==> src/rtl/smb_pkg.sv <==
package smb_pkg;

    typedef enum logic [2:0] {
        ST_IDLE,
        ST_ADDR,
        ST_ACK,
        ST_RX,
        ST_TX,
        ST_RACK,
        ST_RNEXT
    } smb_state_e;

    localparam logic [6:0] ALERT_REPLY_ADDR = 7'b0001100;

endpackage

==> src/rtl/smb_line_sync.sv <==
module smb_line_sync #(
    parameter int STAGES = 2
) (
    input  logic clk,
    input  logic rst_n,
    input  logic scl_in,
    input  logic sda_in,
    output logic scl_s,
    output logic sda_s,
    output logic scl_rise,
    output logic scl_fall,
    output logic start_ev,
    output logic stop_ev
);

    logic [STAGES-1:0] scl_ff, sda_ff;
    logic              scl_q, sda_q;

    always_ff @(posedge clk or negedge rst_n) begin
        if (!rst_n) begin
            scl_ff <= '1;
            sda_ff <= '1;
            scl_q  <= 1'b1;
            sda_q  <= 1'b1;
        end else begin
            scl_ff <= {scl_ff[STAGES-2:0], scl_in};
            sda_ff <= {sda_ff[STAGES-2:0], sda_in};
            scl_q  <= scl_ff[STAGES-1];
            sda_q  <= sda_ff[STAGES-1];
        end
    end

    assign scl_s    = scl_ff[STAGES-1];
    assign sda_s    = sda_ff[STAGES-1];
    assign scl_rise = scl_s & ~scl_q;
    assign scl_fall = ~scl_s & scl_q;
    assign start_ev = scl_s & scl_q & ~sda_s & sda_q;
    assign stop_ev  = scl_s & scl_q & sda_s & ~sda_q;

endmodule

==> src/rtl/smb_low_timer.sv <==
module smb_low_timer #(
    parameter int CLKS_PER_MS = 100000,
    parameter int LIMIT_MS    = 30
) (
    input  logic clk,
    input  logic rst_n,
    input  logic scl_low,
    output logic expire
);

    localparam int PW = $clog2(CLKS_PER_MS + 1);
    localparam int MW = $clog2(LIMIT_MS + 1);
    localparam logic [PW-1:0] PRE_LAST = PW'(CLKS_PER_MS - 1);
    localparam logic [MW-1:0] MS_LAST  = MW'(LIMIT_MS - 1);
    localparam logic [MW-1:0] MS_DONE  = MW'(LIMIT_MS);

    logic [PW-1:0] pre;
    logic [MW-1:0] ms;

    always_ff @(posedge clk or negedge rst_n) begin
        if (!rst_n) begin
            pre    <= '0;
            ms     <= '0;
            expire <= 1'b0;
        end else begin
            expire <= 1'b0;
            if (!scl_low) begin
                pre <= '0;
                ms  <= '0;
            end else if (ms != MS_DONE) begin
                if (pre == PRE_LAST) begin
                    pre    <= '0;
                    ms     <= ms + 1'b1;
                    expire <= (ms == MS_LAST);
                end else begin
                    pre <= pre + 1'b1;
                end
            end
        end
    end

endmodule

==> src/rtl/smb_regs.sv <==
module smb_regs #(
    parameter int         NREG        = 4,
    parameter int         NEV         = 4,
    parameter logic [7:0] STATUS_ADDR = 8'h41,
    parameter logic [7:0] CFG_ADDR    = 8'h7C,
    parameter int         INTEN_BIT   = 2
) (
    input  logic           clk,
    input  logic           rst_n,
    input  logic           wr_en,
    input  logic [7:0]     addr,
    input  logic [7:0]     wr_data,
    output logic [7:0]     rd_data,
    input  logic [NEV-1:0] evt,
    input  logic           inten_clr,
    output logic           inten,
    output logic           status_any
);

    localparam int IW = (NREG > 1) ? $clog2(NREG) : 1;

    logic [7:0]     scratch [NREG];
    logic [NEV-1:0] status;
    logic [7:0]     cfg;
    logic           wr_status, wr_cfg;

    assign wr_status = wr_en && (addr == STATUS_ADDR);
    assign wr_cfg    = wr_en && (addr == CFG_ADDR);

    always_ff @(posedge clk or negedge rst_n) begin
        if (!rst_n) begin
            for (int i = 0; i < NREG; i++) scratch[i] <= '0;
        end else begin
            for (int i = 0; i < NREG; i++)
                if (wr_en && addr == 8'(i)) scratch[i] <= wr_data;
        end
    end

    always_ff @(posedge clk or negedge rst_n) begin
        if (!rst_n) begin
            status <= '0;
            cfg    <= '0;
        end else begin
            for (int i = 0; i < NEV; i++)
                status[i] <= evt[i] | (status[i] & ~(wr_status & wr_data[i]));
            if (inten_clr)
                cfg[INTEN_BIT] <= 1'b0;
            else if (wr_cfg)
                cfg <= wr_data;
        end
    end

    always_comb begin
        rd_data = '0;
        if (int'(addr) < NREG)
            rd_data = scratch[addr[IW-1:0]];
        else if (addr == STATUS_ADDR)
            rd_data[NEV-1:0] = status;
        else if (addr == CFG_ADDR)
            rd_data = cfg;
    end

    assign inten      = cfg[INTEN_BIT];
    assign status_any = |status;

endmodule

==> src/rtl/smb_alert_ctl.sv <==
module smb_alert_ctl (
    input  logic clk,
    input  logic rst_n,
    input  logic mon_strobe,
    input  logic inten,
    input  logic status_any,
    output logic alert_q
);

    always_ff @(posedge clk or negedge rst_n) begin
        if (!rst_n)
            alert_q <= 1'b0;
        else if (!inten || !status_any)
            alert_q <= 1'b0;
        else if (mon_strobe)
            alert_q <= 1'b1;
    end

endmodule

==> src/rtl/smb_alert_target.sv <==
module smb_alert_target
    import smb_pkg::*;
#(
    parameter logic [6:0] DEV_ADDR    = 7'h2E,
    parameter int         CLKS_PER_MS = 100000,
    parameter int         TIMEOUT_MS  = 30,
    parameter int         NREG        = 4,
    parameter int         NEV         = 4,
    parameter logic [7:0] STATUS_ADDR = 8'h41,
    parameter logic [7:0] CFG_ADDR    = 8'h7C,
    parameter int         INTEN_BIT   = 2
) (
    input  logic           clk,
    input  logic           rst_n,
    input  logic           scl_in,
    input  logic           sda_in,
    output logic           sda_oe,
    input  logic [NEV-1:0] evt,
    input  logic           mon_strobe,
    output logic           alert_n
);

    localparam int              BCW       = 4;
    localparam logic [BCW-1:0]  BYTE_BITS = BCW'(8);

    smb_state_e     state, st_nx;
    logic           scl_s, sda_s, scl_rise, scl_fall, start_ev, stop_ev;
    logic           expire, abort, got8, byte_end;
    logic           addr_hit, ara_hit, inten_clr, reg_wr;
    logic           inten, status_any, alert_q;
    logic [7:0]     shreg, txbyte, ptr, rd_data, load_byte;
    logic [BCW-1:0] bitcnt;
    logic           rd_mode, ara_mode, have_ptr;

    smb_line_sync #(.STAGES(2)) u_sync (
        .clk(clk), .rst_n(rst_n), .scl_in(scl_in), .sda_in(sda_in),
        .scl_s(scl_s), .sda_s(sda_s), .scl_rise(scl_rise), .scl_fall(scl_fall),
        .start_ev(start_ev), .stop_ev(stop_ev)
    );

    smb_low_timer #(.CLKS_PER_MS(CLKS_PER_MS), .LIMIT_MS(TIMEOUT_MS)) u_timer (
        .clk(clk), .rst_n(rst_n), .scl_low(~scl_s), .expire(expire)
    );

    smb_regs #(
        .NREG(NREG), .NEV(NEV), .STATUS_ADDR(STATUS_ADDR),
        .CFG_ADDR(CFG_ADDR), .INTEN_BIT(INTEN_BIT)
    ) u_regs (
        .clk(clk), .rst_n(rst_n), .wr_en(reg_wr), .addr(ptr), .wr_data(shreg),
        .rd_data(rd_data), .evt(evt), .inten_clr(inten_clr),
        .inten(inten), .status_any(status_any)
    );

    smb_alert_ctl u_alert (
        .clk(clk), .rst_n(rst_n), .mon_strobe(mon_strobe),
        .inten(inten), .status_any(status_any), .alert_q(alert_q)
    );

    assign alert_n = ~alert_q;

    // decode of the current byte and side effects
    always_comb begin
        abort     = expire | stop_ev;
        got8      = (bitcnt == BYTE_BITS);
        byte_end  = scl_fall && got8;
        addr_hit  = (shreg[7:1] == DEV_ADDR);
        ara_hit   = !addr_hit && (shreg[7:1] == ALERT_REPLY_ADDR) && shreg[0]
                    && inten && status_any;
        inten_clr = !abort && !start_ev && (state == ST_ADDR) && byte_end && ara_hit;
        reg_wr    = !abort && !start_ev && (state == ST_RX) && byte_end && have_ptr;
        load_byte = ara_mode ? {DEV_ADDR, 1'b0} : rd_data;
    end

    // next state
    always_comb begin
        st_nx = state;
        if (abort)
            st_nx = ST_IDLE;
        else if (start_ev)
            st_nx = ST_ADDR;
        else begin
            unique case (state)
                ST_IDLE:  st_nx = ST_IDLE;
                ST_ADDR:  if (byte_end) st_nx = (addr_hit || ara_hit) ? ST_ACK : ST_IDLE;
                ST_ACK:   if (scl_fall) st_nx = rd_mode ? ST_TX : ST_RX;
                ST_RX:    if (byte_end) st_nx = ST_ACK;
                ST_TX:    if (byte_end) st_nx = ST_RACK;
                ST_RACK:  if (scl_rise) st_nx = (sda_s || ara_mode) ? ST_IDLE : ST_RNEXT;
                ST_RNEXT: if (scl_fall) st_nx = ST_TX;
                default:  st_nx = ST_IDLE;
            endcase
        end
    end

    // state register
    always_ff @(posedge clk or negedge rst_n) begin
        if (!rst_n) state <= ST_IDLE;
        else        state <= st_nx;
    end

    // outputs and datapath
    always_ff @(posedge clk or negedge rst_n) begin
        if (!rst_n) begin
            sda_oe   <= 1'b0;
            shreg    <= '0;
            txbyte   <= '0;
            bitcnt   <= '0;
            ptr      <= '0;
            rd_mode  <= 1'b0;
            ara_mode <= 1'b0;
            have_ptr <= 1'b0;
        end else if (abort) begin
            sda_oe <= 1'b0;
            bitcnt <= '0;
        end else if (start_ev) begin
            sda_oe   <= 1'b0;
            bitcnt   <= '0;
            rd_mode  <= 1'b0;
            ara_mode <= 1'b0;
            have_ptr <= 1'b0;
        end else begin
            unique case (state)
                ST_ADDR: begin
                    if (scl_rise) begin
                        shreg  <= {shreg[6:0], sda_s};
                        bitcnt <= bitcnt + 1'b1;
                    end else if (byte_end) begin
                        bitcnt <= '0;
                        if (addr_hit) begin
                            sda_oe  <= 1'b1;
                            rd_mode <= shreg[0];
                        end else if (ara_hit) begin
                            sda_oe   <= 1'b1;
                            rd_mode  <= 1'b1;
                            ara_mode <= 1'b1;
                        end
                    end
                end
                ST_ACK: begin
                    if (scl_fall) begin
                        if (rd_mode) begin
                            sda_oe <= ~load_byte[7];
                            txbyte <= {load_byte[6:0], 1'b0};
                            bitcnt <= BCW'(1);
                            if (!ara_mode) ptr <= ptr + 1'b1;
                        end else begin
                            sda_oe <= 1'b0;
                            bitcnt <= '0;
                        end
                    end
                end
                ST_RX: begin
                    if (scl_rise) begin
                        shreg  <= {shreg[6:0], sda_s};
                        bitcnt <= bitcnt + 1'b1;
                    end else if (byte_end) begin
                        sda_oe   <= 1'b1;
                        bitcnt   <= '0;
                        have_ptr <= 1'b1;
                        ptr      <= have_ptr ? ptr + 1'b1 : shreg;
                    end
                end
                ST_TX: begin
                    if (byte_end) begin
                        sda_oe <= 1'b0;
                    end else if (scl_fall) begin
                        sda_oe <= ~txbyte[7];
                        txbyte <= {txbyte[6:0], 1'b0};
                        bitcnt <= bitcnt + 1'b1;
                    end
                end
                ST_RNEXT: begin
                    if (scl_fall) begin
                        sda_oe <= ~rd_data[7];
                        txbyte <= {rd_data[6:0], 1'b0};
                        bitcnt <= BCW'(1);
                        ptr    <= ptr + 1'b1;
                    end
                end
                default: ;
            endcase
        end
    end

endmodule

==> config.mk <==
export PLATFORM = sky130hd
export DESIGN_NAME = smb_alert_target
export DESIGN_NICKNAME = d
export VERILOG_FILES = /design/src/rtl/smb_pkg.sv /design/src/rtl/smb_line_sync.sv /design/src/rtl/smb_low_timer.sv /design/src/rtl/smb_regs.sv /design/src/rtl/smb_alert_ctl.sv /design/src/rtl/smb_alert_target.sv
export SDC_FILE = /design/constraint.sdc
export NUM_CORES = 1
export LEC_CHECK = 0
export ABC_CLOCK_PERIOD_IN_PS = 2800
export BUFFER_PORTS_ARGS = -buffer_cell sky130_fd_sc_hd__clkbuf_2
export CAP_MARGIN = 20
export CORE_MARGIN = 2
export CORE_UTILIZATION = 51
export CTS_BUF_LIST = sky130_fd_sc_hd__clkbuf_8 sky130_fd_sc_hd__clkbuf_16
export DETAILED_ROUTE_END_ITERATION = 8
export GPL_TIMING_DRIVEN = 0
export PLACE_DENSITY = 0.68
export SYNTH_ARGS = -nofsm -noshare
export SYNTH_HDL_FRONTEND = slang
export SYNTH_SLANG_ARGS = --single-unit
==> constraint.sdc <==
create_clock -name clk -period 2.8 [get_ports clk]
set_input_delay 0 -clock clk [delete_from_list [all_inputs] [get_ports clk]]
set_output_delay 0 -clock clk [all_outputs]
set_load 0.1 [all_outputs]
==> flow_results.org, run 1 <==
** Outcome
- The run finished with clean final reports.

** Synthesis
- Simple-gate share of the synthesized area :: 18.6%
- Count of cell types in the netlist :: 73
- Largest area contributor in the netlist :: dfrtp_1
- Number of synthesis warnings :: 0
- Number of enable-type register cells in the synthesized netlist :: 0
- By area the synthesized netlist is led by dfrtp_1 44%, mux2_2 8.2%, mux4_2 3.1%, nand2_1 3.0%, dfstp_2 2.7%.
- Share of flip-flops with an asynchronous set or reset :: 100%
- Number of flip-flops and latches in the synthesized netlist :: 108
- Net count after synthesis :: 564
- Multiplexer share of the synthesized area :: a little over an eighth
- In the synthesized netlist, the number of instances is 545.
- For this run, the leading register cell type out of synthesis is dfrtp_1.
- Yosys top cell area share :: between 40% and 50%
- Dominant combinational cell family by area after synthesis :: simple AND/OR/NAND/NOR gates
- The synthesized netlist devotes approximately 14% of its cell area to compound gates.
- Summing every instance area after synthesis gives about 5800 um2.
- Syn avg cell area :: 10.6 um2
- Seq/Total Area, Yosys :: a little under half
- Post-synthesis share of cell area spent on full adders, half adders and majority gates :: 2.34%
- Xor/xnor share of the synthesized area :: slightly below 2%

** Layout
- Area growth from synthesis to layout :: 10.6%
- Utilization of the core after routing :: 58.3%
- The multi-input combinational cells in the finished layout cover a total of 2890 um2.
- In the final layout, flip-flops and latches occupy approximately 2700 um2.
- Count of filler cells inserted in the layout :: 905
- Total inserted antenna cells :: 0
- Number of nets at the end of the flow :: 593
- The finished cells cover 6380 um2.
- Of the cells placed in the final design, the portion with a size suffix greater than 1 is 18.0%.

** Floorplanning
- Die height :: around 110 um
- The floorplan step defined a die boundary enclosing 12200 um2.
- FP Rows :: 38
- During I/O placement, the number of pins put on the boundary was 11.
- In this run the horizontal extent of the chip is 110 um.
- Floorplan Core Area :: 10900 um2
- For this configuration, the core starts out at a cell density of 52.7%.

** Place
- At the end of routability-driven placement, the weighted congestion stood at 0.875.
- Port buffering added 10 buffers.
- Post-Place Cell Area :: around 6000 um2
- Summed over all nets, the half-perimeter wirelength after detailed placement is 8710 um.

** Drt
- Average via count per standard cell :: 6.00
- Drt pass-1 iters :: 5
- Once detail routing completed, the nets flagged for antenna violations numbered 0.
- Residual DRC :: 0
- After detailed routing, the average wire length per cell comes to 17.8 um.
- The final route contains 4316 vias.
- Initial drt markers :: roughly 320
- Routed WL :: ~13000 um

** Global routing
- The number of global-route vias before repair was about 4200.
- Congestion Overflow GR :: 0
- Number of antenna violations at the first check in global routing :: 0
- The first global-routing pass estimated about 21000 um of wire.
- Maximum number of pins on one net before global-route repair :: 109
- Total global routing track utilization :: roughly 23%

** STA
- Clock skew on the completed layout was measured at 0.0105 ns.
- Post-route fraction of the period consumed by the critical path :: 91.9%
- Final setup vio count :: 0
- Maximum achievable frequency :: 389 MHz
- After layout, the minimum clock period comes to 2.57 ns.
- Slew of the pin with the lowest slew margin :: approximately 0.84 ns
- The hold violation count in the final report came to 0.
- Worst slew margin relative to its limit :: roughly 44%
- Count of final max-slew check failures :: 0
- Setup repair after global routing left no endpoint under its margin.
- Summed over all failing endpoints, the final setup total negative slack is 0 ns.
- Hold is met by 0.275 ns.

** Clocking
- TritonCTS created 9 clock buffers.
- TritonCTS built the clock tree.
- Number of hold buffers added after cts :: 8
- Clock latency on the worst-skew pair, taken at its later pin, is roughly 0.36 ns.
- Post-CTS timing repair inserted 0 buffers for setup.
- PostCTS Resize Cnt :: 0
- Clock root buffer :: clkbuf_16
- After clock tree synthesis, the clock-pin slew on the worst setup and hold paths is 0.08 ns.
- The H-tree was split into 3 levels.
- CTS saw 108 sinks.
- Maximum buffer depth of the clock tree :: 2

** Setup path
- The startpoint identified for the worst register-to-register timing path is bitcnt[0].
- Startpoint type of the worst setup path :: register
- In this run the worst path has a maximum fanout of 8.
- FF-to-FF path depth :: 7
- Required time at the endpoint of the critical path :: between 3 and 4 ns
- For the worst setup path, the data arrival time is ~2.8 ns.
- RR Endpoint :: u_regs.scratch[7]
- Register-to-register setup slack :: 0.23 ns
- Crit Path Class :: reg2reg
- Endpoint class of the critical path :: register

** Min path
- Counting instances, the worst hold path has a depth of 2.
- Hold Path Sink :: u_sync.sda_ff[0]
- Min-Delay Path Class :: in2reg
- Hold_sp :: sda_in

** Run
- Max Cap Viol :: 0

** Pwr
- Max VDD drop :: between 400 and 500 uV
- Leakage :: 2.81 nW
- For this design the ratio of total power to cell area is 663 nW/um2.
[registers in the layout (all words and copies together) (netlist names)]
name / flops
bitcnt: 4
u_alert.alert_q: 1
u_timer.expire: 1
sda_oe: 1
shreg: 8
rd_mode: 1
u_timer.pre: 17
u_sync.scl_ff: 2
u_regs.cfg: 8
u_sync.scl_q: 1
ptr: 8
state: 3
u_timer.ms: 5
u_sync.sda_q: 1
u_sync.sda_ff: 2
txbyte: 7
u_regs.scratch: 32
ara_mode: 1
u_regs.status: 4
have_ptr: 1
[layer usage]
layer,vias up,routed length [um],GRT usage [%]
met4,0,260,7.41
li1,2059,-,-
met2,100,6070,36.5
met3,19,587,5.53
met1,2138,5860,30.0
met5,-,0,0
[per-stage QoR]
step / worst slack, ns / total power (W) / cells
finish: 0.227 / 0.00423 / 719
floorplan: 0.563 / 0.00265 / 545
global placement: 0.267 / 0.00295 / 695
global route: 0.0967 / 0.00445 / 719
CTS: 0.217 / 0.00425 / 719
detailed placement: 0.238 / 0.00298 / 695
[final cells by class]
type / instances / area share, %
sequential: 108 / 42.5
buffer: 27 / 1.73
multi-input combinational: 395 / 45.3
clock buffer: 10 / 3.75
clock inverter: 6 / 0.902
inverter: 15 / 0.883
timing repair buffer: 18 / 2.18
tap: 140 / 2.75
[worst max-delay path, stage by stage (launching register included)]
cell	delay [ns]
dfrtp_1	0.42
inv_1	0.08
ha_1	0.17
nand3b_1	0.19
or3_4	0.42
nor4b_4	0.60
nand2_4	0.21
mux2_1	0.36
[worst max-delay path by stage]
stage / startpoint / to / slack [ns] / depth (start not counted)
final: bitcnt[0] / u_regs.scratch[7] / 0.23 / 7
after global routing: ptr[4] / u_regs.scratch[7] / 0.1 / 5
after CTS: bitcnt[0] / u_regs.scratch[7] / 0.22 / 7
after floorplan: u_sync.scl_q / u_regs.scratch[15] / 0.56 / 6
after detailed placement: bitcnt[0] / u_regs.scratch[7] / 0.24 / 7
after global placement: rst_n / u_regs.scratch[10] / 0.27 / 1
[synthesized netlist by cell type (6+ instances only)]
master and number:
nor2_1 42, a31oi_1 10, a21oi_1 29, nand2b_1 13, clkbuf_1 19, xnor2_1 9, and4_1 6, or3_1 7
o22ai_1 8, inv_1 15, nor3_1 10, mux2_2 42, o211ai_1 9, mux4_2 8, o21ai_0 17, nand2_1 46
nand3_1 21, ha_1 10, dfstp_2 6, a21o_1 9, dfrtp_1 102
[cell families after synthesis]
group | after synthesis
flip-flops | 108
AO/OA/AOI/OAI | 120
XOR/XNOR | 13
multiplexers | 59
adder cells (fa/ha/maj) | 11
buffers and inverters | 42
AND/OR/NAND/NOR | 192
[placed cells by master (no fill, tap or decap), types with 13 or more instances in the layout]
cell type and n:
nand3_1 21, nand2b_1 13, nor2_1 42, mux2_2 42, o21ai_0 17, clkbuf_1 19, a21oi_1 29, dfrtp_1 102
inv_1 15, nand2_1 46
[report_power, final]
part	total, W	switching [W]	internal (W)
Combinational	0.00119	0.000766	0.000420
Clock	0.00126	0.000615	0.000644
Sequential	0.00179	0.000109	0.00168
Total	0.00423	0.00149	0.00274
(Power assumes the default switching activity.)
==> run 2: changes to the inputs <==
--- a/config.mk
+++ b/config.mk
@@ -5,7 +5,7 @@
 export SDC_FILE = /design/constraint.sdc
 export NUM_CORES = 1
 export LEC_CHECK = 0
-export ABC_CLOCK_PERIOD_IN_PS = 2800
+export ABC_CLOCK_PERIOD_IN_PS = 3300
 export BUFFER_PORTS_ARGS = -buffer_cell sky130_fd_sc_hd__clkbuf_2
 export CAP_MARGIN = 20
 export CORE_MARGIN = 2
@@ -13,7 +13,8 @@
 export CTS_BUF_LIST = sky130_fd_sc_hd__clkbuf_8 sky130_fd_sc_hd__clkbuf_16
 export DETAILED_ROUTE_END_ITERATION = 8
 export GPL_TIMING_DRIVEN = 0
-export PLACE_DENSITY = 0.68
+export PLACE_DENSITY = 0.67
+export SLEW_MARGIN = 25
 export SYNTH_ARGS = -nofsm -noshare
 export SYNTH_HDL_FRONTEND = slang
 export SYNTH_SLANG_ARGS = --single-unit
==> constraint.sdc (replaced) <==
create_clock -name clk -period 3.3 [get_ports clk]
set_input_delay 0 -clock clk [delete_from_list [all_inputs] [get_ports clk]]
set_output_delay 0 -clock clk [all_outputs]
set_load 0.1 [all_outputs]
==> run 2 against run 1 <==
- hold slack worse by 0.12 ns
- setup slack better by 0.54 ns
- final cell count rose by 0.14%
- flip-flop and latch count unchanged
- count of clock-buffer cells in the layout is 1 lower
- critical path depth unchanged
- combinational power decreased by 15%
- critical endpoint is now u_regs.scratch[20]
- largest cell class unchanged
==> flow_results.org, run 2 (same netlist as run 1, synthesis figures left out) <==
** Outcome
- Result of the run :: finished clean

** Layout
- The post-route netlist has 18.1% of its cells at a drive strength greater than 1.
- Ranked by flip-flop count, first place goes to u_regs.scratch.
- Count of filler cells inserted in the layout :: ~920
- The register with the most flip-flops in the layout has 32 of them.
- Top Registers :: u_regs.scratch: 32 flops, u_timer.pre: 17 flops
- Leaving out fill and tap cells, the most frequent cells in the layout are 102 x dfrtp_1, 46 x nand2_1, 42 x nor2_1, 42 x mux2_2, 29 x a21oi_1.
- Utilization of the core after routing :: between 50% and 60%
- In the final design database the tool counted 594 nets.
- The number of antenna diodes in the final layout is 0.
- Area growth from synthesis to layout :: 10.9%
- Most common cell after layout, fill and taps aside :: dfrtp_1

** Global routing
- The initial antenna violation count was 0.
- Across every metal layer, demand over resource in global routing totals 23.4%.
- Entering global routing, the biggest net connects 60 pins.
- The first global-routing pass estimated 21600 um of wire.
- Congestion Overflow GR :: 0
- The number of global-route vias before repair came to 4182.

** Setup path
- Levels on crit path :: 7
- Startpoint type of the worst setup path :: register
- Walking the worst path, the cells encountered are inv_1, ha_1, nand3b_1, or3_4, nor4b_4, nand2_4, mux2_4.
- Slowest cell on the critical path :: nor4b_4
- The worst register-to-register path has a depth of 7.
- Arrival time at the worst endpoint :: 2.78 ns
- Worst-path fanout max :: 8
- WP buf/inv :: 1
- Endpoint class of the critical path :: register
- At the worst endpoint, the required time is between 3 and 4 ns.
- The critical path is of the reg2reg type.
- Biggest cell delay along the critical path :: 0.61 ns
- The kind of cell with the highest combined delay along the critical path is simple AND/OR/NAND/NOR gates.

** Pwr
- Clock Power Share :: about 29%
- Registers are responsible for 42.6% of the overall power.
- IR analysis of the VDD net gives a maximum drop of between 300 and 400 uV.
- Power per standard cell area :: 557 nW/um2
- The internal power of the cells totals 0.00230 W.
- Net switching share of the total power :: 35.3%
- Proportion of power drawn by combinational gates :: 28.3%
- For this design the static power due to leakage is 2.82 nW.
- NetSw :: about 0.0013 W

** Place
- # port buffers :: 10
- Placed wire-length estimate :: a little over 9000 um
- At the end of routability-driven placement, the weighted congestion stood at roughly 0.86.

** Drt
- Remaining antenna violation count :: 0
- Dividing the detail-routed via count by the number of cells gives 6.01.
- Initial drt markers :: 423
- Before antenna repair, the detailed router went through 5 iterations.
- The final layout contains routed wiring with a total length of 13000 um.
- Total via count in the routed design :: 4330
- WL/cell :: 18.0 um
- After detailed routing, the number of remaining DRC violations is 0.

** Clocking
- Clock root buffer :: clkbuf_16
- In this run the post-CTS setup repair buffer count came out at 0.
- Clock-pin slew was measured on the worst setup and hold paths at ~0.07 ns.
- For this design, the sink count on the clock tree is about 110.
- TritonCTS clock tree :: yes
- After clock tree synthesis, the repair step resized 0 gates.
- The H-tree was split into 3 levels.
- Maximum buffer depth of the clock tree :: 2
- Later-pin clock latency in the skew report :: 0.36 ns
- TritonCTS Buffers :: 9

** STA
- Across the routed clock network, the largest skew measured is 0.0115 ns.
- In the finished design, the share of the clock period the worst path needs comes to between 70 and 80%.
- Derived from the worst setup path, the maximum achievable clock frequency is 395 MHz.
- Setup violations remaining at the end of the flow were counted as 0.
- Final min period :: 2.53 ns
- The worst pin sits at a relative slew slack of ~44%.
- Setup repair after global routing left no endpoint under its margin.
- The hold violation count in the final report is 0.
- Count of final max-slew check failures :: 0
- For the pin with the worst max-slew slack, the measured transition is approximately 0.83 ns.
- Adding up every negative setup slack in the final design gives 0 ns.

** Floorplanning
- The die is 110 um wide.
- The total area inside the core boundary comes to 10900 um2.
- Pin placement for this block handled 11 I/O pins.
- The floorplan has 38 rows.
- The die is around 110 um tall.
- Die Footprint :: ~12000 um2
- Once the floorplan was initialized, standard cells occupied between 50 and 60% of the core.

** Min path
- The tightest min-delay check is of the in2async type.

** Run
- Max Cap Viol :: 0
[run 2: cell types whose count changed in the layout (fill, tap and decap cells not counted)]
| cell | change |
|---|---|
| buf_16 | +1 |
| clkbuf_8 | -1 |
| clkinv_2 | +1 |
| clkinv_4 | +2 |
| clkinvlp_4 | -1 |
| inv_6 | -1 |
[run 2: path summary, 6_finish.rpt]
path / startpoint / endpoint / slack, ns
setup / recovery: bitcnt[0] / u_regs.scratch[20] / 0.77
hold / removal: rst_n / state[1] / 0.15
setup reg to reg: bitcnt[0] / u_regs.scratch[20] / 0.77
hold reg to reg: u_sync.sda_ff[0] / u_sync.sda_ff[1] / 0.37
max in group asynchronous: rst_n / u_sync.scl_q / 2.49
min in group clk: sda_in / u_sync.sda_ff[0] / 0.27
[run 2: metrics by stage]
step / worst slack (ns) / total power, W / cell area (um2) / hold slack [ns] / instances
final: 0.767 / 0.00356 / 6400 / 0.154 / 720
after global routing: 0.613 / 0.00377 / 6400 / 0.200 / 720
after CTS: 0.764 / 0.00358 / 6400 / 0.164 / 720
after detailed placement: 0.768 / 0.00254 / 6030 / -0.0165 / 696
after global placement: 0.753 / 0.00251 / 5990 / 0.0879 / 695
after floorplan: 1.06 / 0.00225 / 5770 / -0.296 / 545
[run 2: area by class of cell]
type | count | area (um2) | area share, %
repair buffers | 19 | 166 | 2.60
clock buffers | 9 | 225 | 3.52
well taps | 140 | 175 | 2.74
flip-flops and latches | 108 | 2710 | 42.4
multi-input cells | 395 | 2890 | 45.2
inverters | 15 | 56.3 | 0.880
plain buffers | 27 | 110 | 1.72
clock inverters | 7 | 63.8 | 0.997
[run 2: layer usage]
metal | GRT usage, % | part of all wire [%] | vias up
li1 | - | - | 2077
met5 | 0 | 0 | -
met3 | 5.47 | 3.8 | 18
met4 | 6.43 | 1.6 | 0
met1 | 31.7 | 46 | 2152
met2 | 38.0 | 49 | 83
[run 2: repair_timing]
| item | CTS | global route |
|---|---|---|
| hold buffers | 8 | 0 |
| endpoints found under the hold margin | 73 | 0 |
| endpoints found under the setup margin | 0 | 0 |
[run 2: power by group through the flow]
stage	registers, W	clock network, W	logic (W)
finish	0.00152	0.00104	0.00101
global route	0.00153	0.00112	0.00112
CTS	0.00151	0.00106	0.00101
detailed placement	0.00154	0	0.000995
global placement	0.00154	0	0.000972
floorplan	0.00154	0	0.000706
==> run 3: changes to the inputs <==
--- a/config.mk
+++ b/config.mk
@@ -5,7 +5,7 @@
 export SDC_FILE = /design/constraint.sdc
 export NUM_CORES = 1
 export LEC_CHECK = 0
-export ABC_CLOCK_PERIOD_IN_PS = 3300
+export ABC_CLOCK_PERIOD_IN_PS = 2300
 export BUFFER_PORTS_ARGS = -buffer_cell sky130_fd_sc_hd__clkbuf_2
 export CAP_MARGIN = 20
 export CORE_MARGIN = 2
@@ -13,7 +13,7 @@
 export CTS_BUF_LIST = sky130_fd_sc_hd__clkbuf_8 sky130_fd_sc_hd__clkbuf_16
 export DETAILED_ROUTE_END_ITERATION = 8
 export GPL_TIMING_DRIVEN = 0
-export PLACE_DENSITY = 0.67
+export PLACE_DENSITY = 0.69
 export SLEW_MARGIN = 25
 export SYNTH_ARGS = -nofsm -noshare
 export SYNTH_HDL_FRONTEND = slang
==> constraint.sdc (replaced) <==
create_clock -name clk -period 2.3 [get_ports clk]
set_input_delay 0 -clock clk [delete_from_list [all_inputs] [get_ports clk]]
set_output_delay 0 -clock clk [all_outputs]
set_load 0.1 [all_outputs]
==> run 3 against run 2 <==
- count of clock-buffer cells in the layout grew 1
- critical path depth grew 1
- setup slack got worse by 0.75 ns
- via count grew 2.2%
- flip-flop and latch count is the same
- critical path type unchanged
- combinational power rose by 51%
- die area stayed put
- register-to-register slack got worse by 0.75 ns
- maximum frequency increased by 11%
- sequential power increased by 45%
==> flow_results.org, run 3 (same netlist as run 1, synthesis figures left out) <==
** Layout
- The register with the most flip-flops in the layout has 32 of them.
- Of the cells placed in the final design, the portion with a size suffix greater than 1 is around 22%.
- Utilization of the core after routing :: 60.3%
- 0 antenna diodes ended up in the layout.
- The area growth from synthesis to layout is 14.3%.
- Non-filler cells, final :: 727
- Number of nets at the end of the flow :: 601
- Register area :: about 2700 um2
- Leaving out fill and tap cells, the most frequent cell in the layout is dfrtp_1.
- Count of filler cells inserted in the layout :: between 900 and 1000
- Register bank with the most flops :: u_regs.scratch
- In the final layout, the registers with the most flip-flops are u_regs.scratch: 32 flops, u_timer.pre: 17 flops.
- With fillers left out, the area of the finished cells amounts to 6590 um2.
- Area used by multi-input combinational logic :: between 2000 and 3000 um2
- Commonest cells after routing, fill and taps aside :: 101 x dfrtp_1, 46 x nand2_1, 42 x nor2_1, 42 x mux2_2, 29 x a21oi_1

** Global routing
- In this run the most used layer during global routing was met2.
- Total global routing track utilization :: 23.3%
- The number of global-route vias before repair was 4216.
- In the global route stage, met2 resource usage came out at 36.9%.
- The initial antenna violation count is 0.
- Global routing used a little under a third of the available met1 tracks.
- The first global-routing pass estimated ~21000 um of wire.
- Congestion Overflow GR :: 0
- Maximum number of pins on one net before global-route repair :: 59
- GR met3 Demand/Resource :: approximately 5.6%

** STA
- Maximum clock skew at final layout :: 0.0123 ns
- Slew of the pin with the lowest slew margin :: slightly below 0.8 ns
- Post-route fraction of the period consumed by the critical path :: slightly below 100%
- Setup violations remaining at the end of the flow were counted as 0.
- Worst slew margin relative to its limit :: between 40% and 50%
- Final min period :: 2.28 ns
- Setup repair after global routing could not meet its margin everywhere.
- Maximum achievable frequency :: 438 MHz
- Setup total negative slack :: 0 ns
- Count of final max-slew check failures :: 0
- The hold violation count in the final report was 0.

** Clocking
- Later-pin clock latency in the skew report :: 0.36 ns
- Maximum buffer depth of the clock tree :: 2
- TritonCTS clock tree :: yes
- The number of clock buffers added by TritonCTS is 9.
- The clock net in this run drives a total of 108 sinks.
- Clock root buffer :: clkbuf_16
- Clock-pin slew was measured on the worst setup and hold paths at approximately 0.080 ns.
- CTS built an H-tree with a depth of 3.

** Drt
- Drt pass-1 iters :: 5
- The detail route stage leaves a number of antenna-violating nets equal to 0.
- For this block, the initial DRC count from the detailed router was 428.
- Routed WL :: 13200 um
- After detailed routing, the number of vias per cell comes to approximately 6.1.
- The detailed router placed 4426 vias in this run.
- Dividing the detail-routed wire length by the instance count gives 18.1 um.
- Residual DRC :: 0

** Setup path
- Register-to-register setup slack :: 0.02 ns
- The worst setup path is launched from a register.
- For the worst setup path, the data required time is ~2.5 ns.
- Arrival time at the worst endpoint :: 2.52 ns
- Crit Path Class :: reg2reg
- The startpoint identified for the worst register-to-register timing path is bitcnt[1].
- Worst-path fanout max :: 8
- Endpoint class of the critical path :: register
- FF-to-FF path depth :: 8
- RR Endpoint :: u_regs.scratch[20]

** Floorplanning
- Floorplan Core Area :: 10900 um2
- In this run the count of I/O pins placed on the die edge is 11.
- The floorplan has 38 rows.
- The die is 110 um wide.
- Once the floorplan was initialized, standard cells occupied 52.7% of the core.
- Die height :: 110 um
- The die covers 12200 um2.

** Outcome
- Result of the run :: finished clean

** Pwr
- Sequential cells account for 41.4% of the total power.
- In this run the power spent charging and discharging nets is 0.00183 W.
- Across the VDD grid, the largest voltage drop is between 500 and 600 uV.
- Leakage :: 2.88 nW
- Internal power comes to approximately 0.0035 W.
- The clock network accounts for 29.9% of the total power.
- Power per standard cell area :: 808 nW/um2
- Of the total power, the share spent switching nets is 34.3%.
- Proportion of power drawn by combinational gates :: 28.7%

** Place
- Weighted congestion reported at the end of routability-driven placement :: between 0.9 and 1
- Detailed placement ended at an HPWL of between 8000 and 9000 um.
- In this run the cell area measured after placement is 6030 um2.
- Placed insts :: 696
- Buffers placed on the I/O ports in this run total 10.

** Min path
- Min-Delay Path Class :: in2async

** Run
- The tool flagged a number of max-cap violations equal to 0.
[run 3: cell count changes in the layout (fill, tap and decap cells not counted), moves of 3 or more]
| cell | delta |
|---|---|
| clkbuf_2 | +3 |
| nand2_8 | +3 |
| nand2_4 | -3 |
| buf_4 | +7 |
| inv_2 | +3 |
| clkbuf_1 | -5 |
| inv_1 | -3 |
[run 3: power by group through the flow]
stage	combinational [W]	sequential [W]	clock, W
3_3_place_gp	0.00139	0.00220	0
5_1_grt	0.00168	0.00222	0.00169
4_1_cts	0.00144	0.00220	0.00163
6_report	0.00153	0.00220	0.00159
2_1_floorplan	0.00101	0.00221	0
3_5_place_dp	0.00143	0.00221	0
[run 3: final cells by class]
class / count / area share [%]
Buffer: 26 / 1.92
Clock buffer: 10 / 3.63
Clock inverter: 6 / 0.949
Inverter: 15 / 0.855
Multi-Input combinational cell: 395 / 45.2
Sequential cell: 108 / 41.2
Tap cell: 140 / 2.66
Timing Repair Buffer: 27 / 3.63
[run 3: how the worst max path moves through the flow]
stage	depth (start not counted)	to	slack (ns)	from
finish	8	u_regs.scratch[20]	0.02	bitcnt[1]
global route	8	u_regs.scratch[20]	-0.09	bitcnt[1]
CTS	5	u_timer.ms[3]	0.0002	u_timer.pre[6]
detailed placement	7	u_regs.scratch[15]	-0.22	bitcnt[0]
global placement	1	u_regs.scratch[10]	-0.23	rst_n
floorplan	6	u_regs.scratch[15]	0.06	u_sync.scl_q
[run 3: routing by layer]
layer / share of wire [%] / vias to the layer above
met5: 0 / -
met3: 4.7 / 19
li1: - / 2083
met4: 1.8 / 0
met1: 45 / 2223
met2: 49 / 101
[run 3: what timing repair did]
item	CTS	global route
setup buffers	5	3
hold buffers	8	0
endpoints found under the hold margin	64	0
pin swaps	2	3
setup endpoints to repair	48	68
gates resized for setup	11	24
[run 3: stage by stage]
stage | hold slack, ns | setup WS [ns] | total power, W
2_1_floorplan | -0.296 | 0.0634 | 0.00322
3_3_place_gp | 0.0882 | -0.229 | 0.00360
3_5_place_dp | -0.0187 | -0.224 | 0.00364
4_1_cts | 0.174 | 0.000199 | 0.00527
5_1_grt | 0.202 | -0.0857 | 0.00559
6_report | 0.164 | 0.0160 | 0.00532
[run 3: worst max-delay path, cell delays in order, from the launching register on]
cell and delay [ns]:
dfrtp_1 0.40, inv_2 0.09, ha_4 0.13, nand3b_1 0.17
or3_4 0.47, nor4b_4 0.28, buf_12 0.19, nand2_4 0.12
mux2_4 0.32
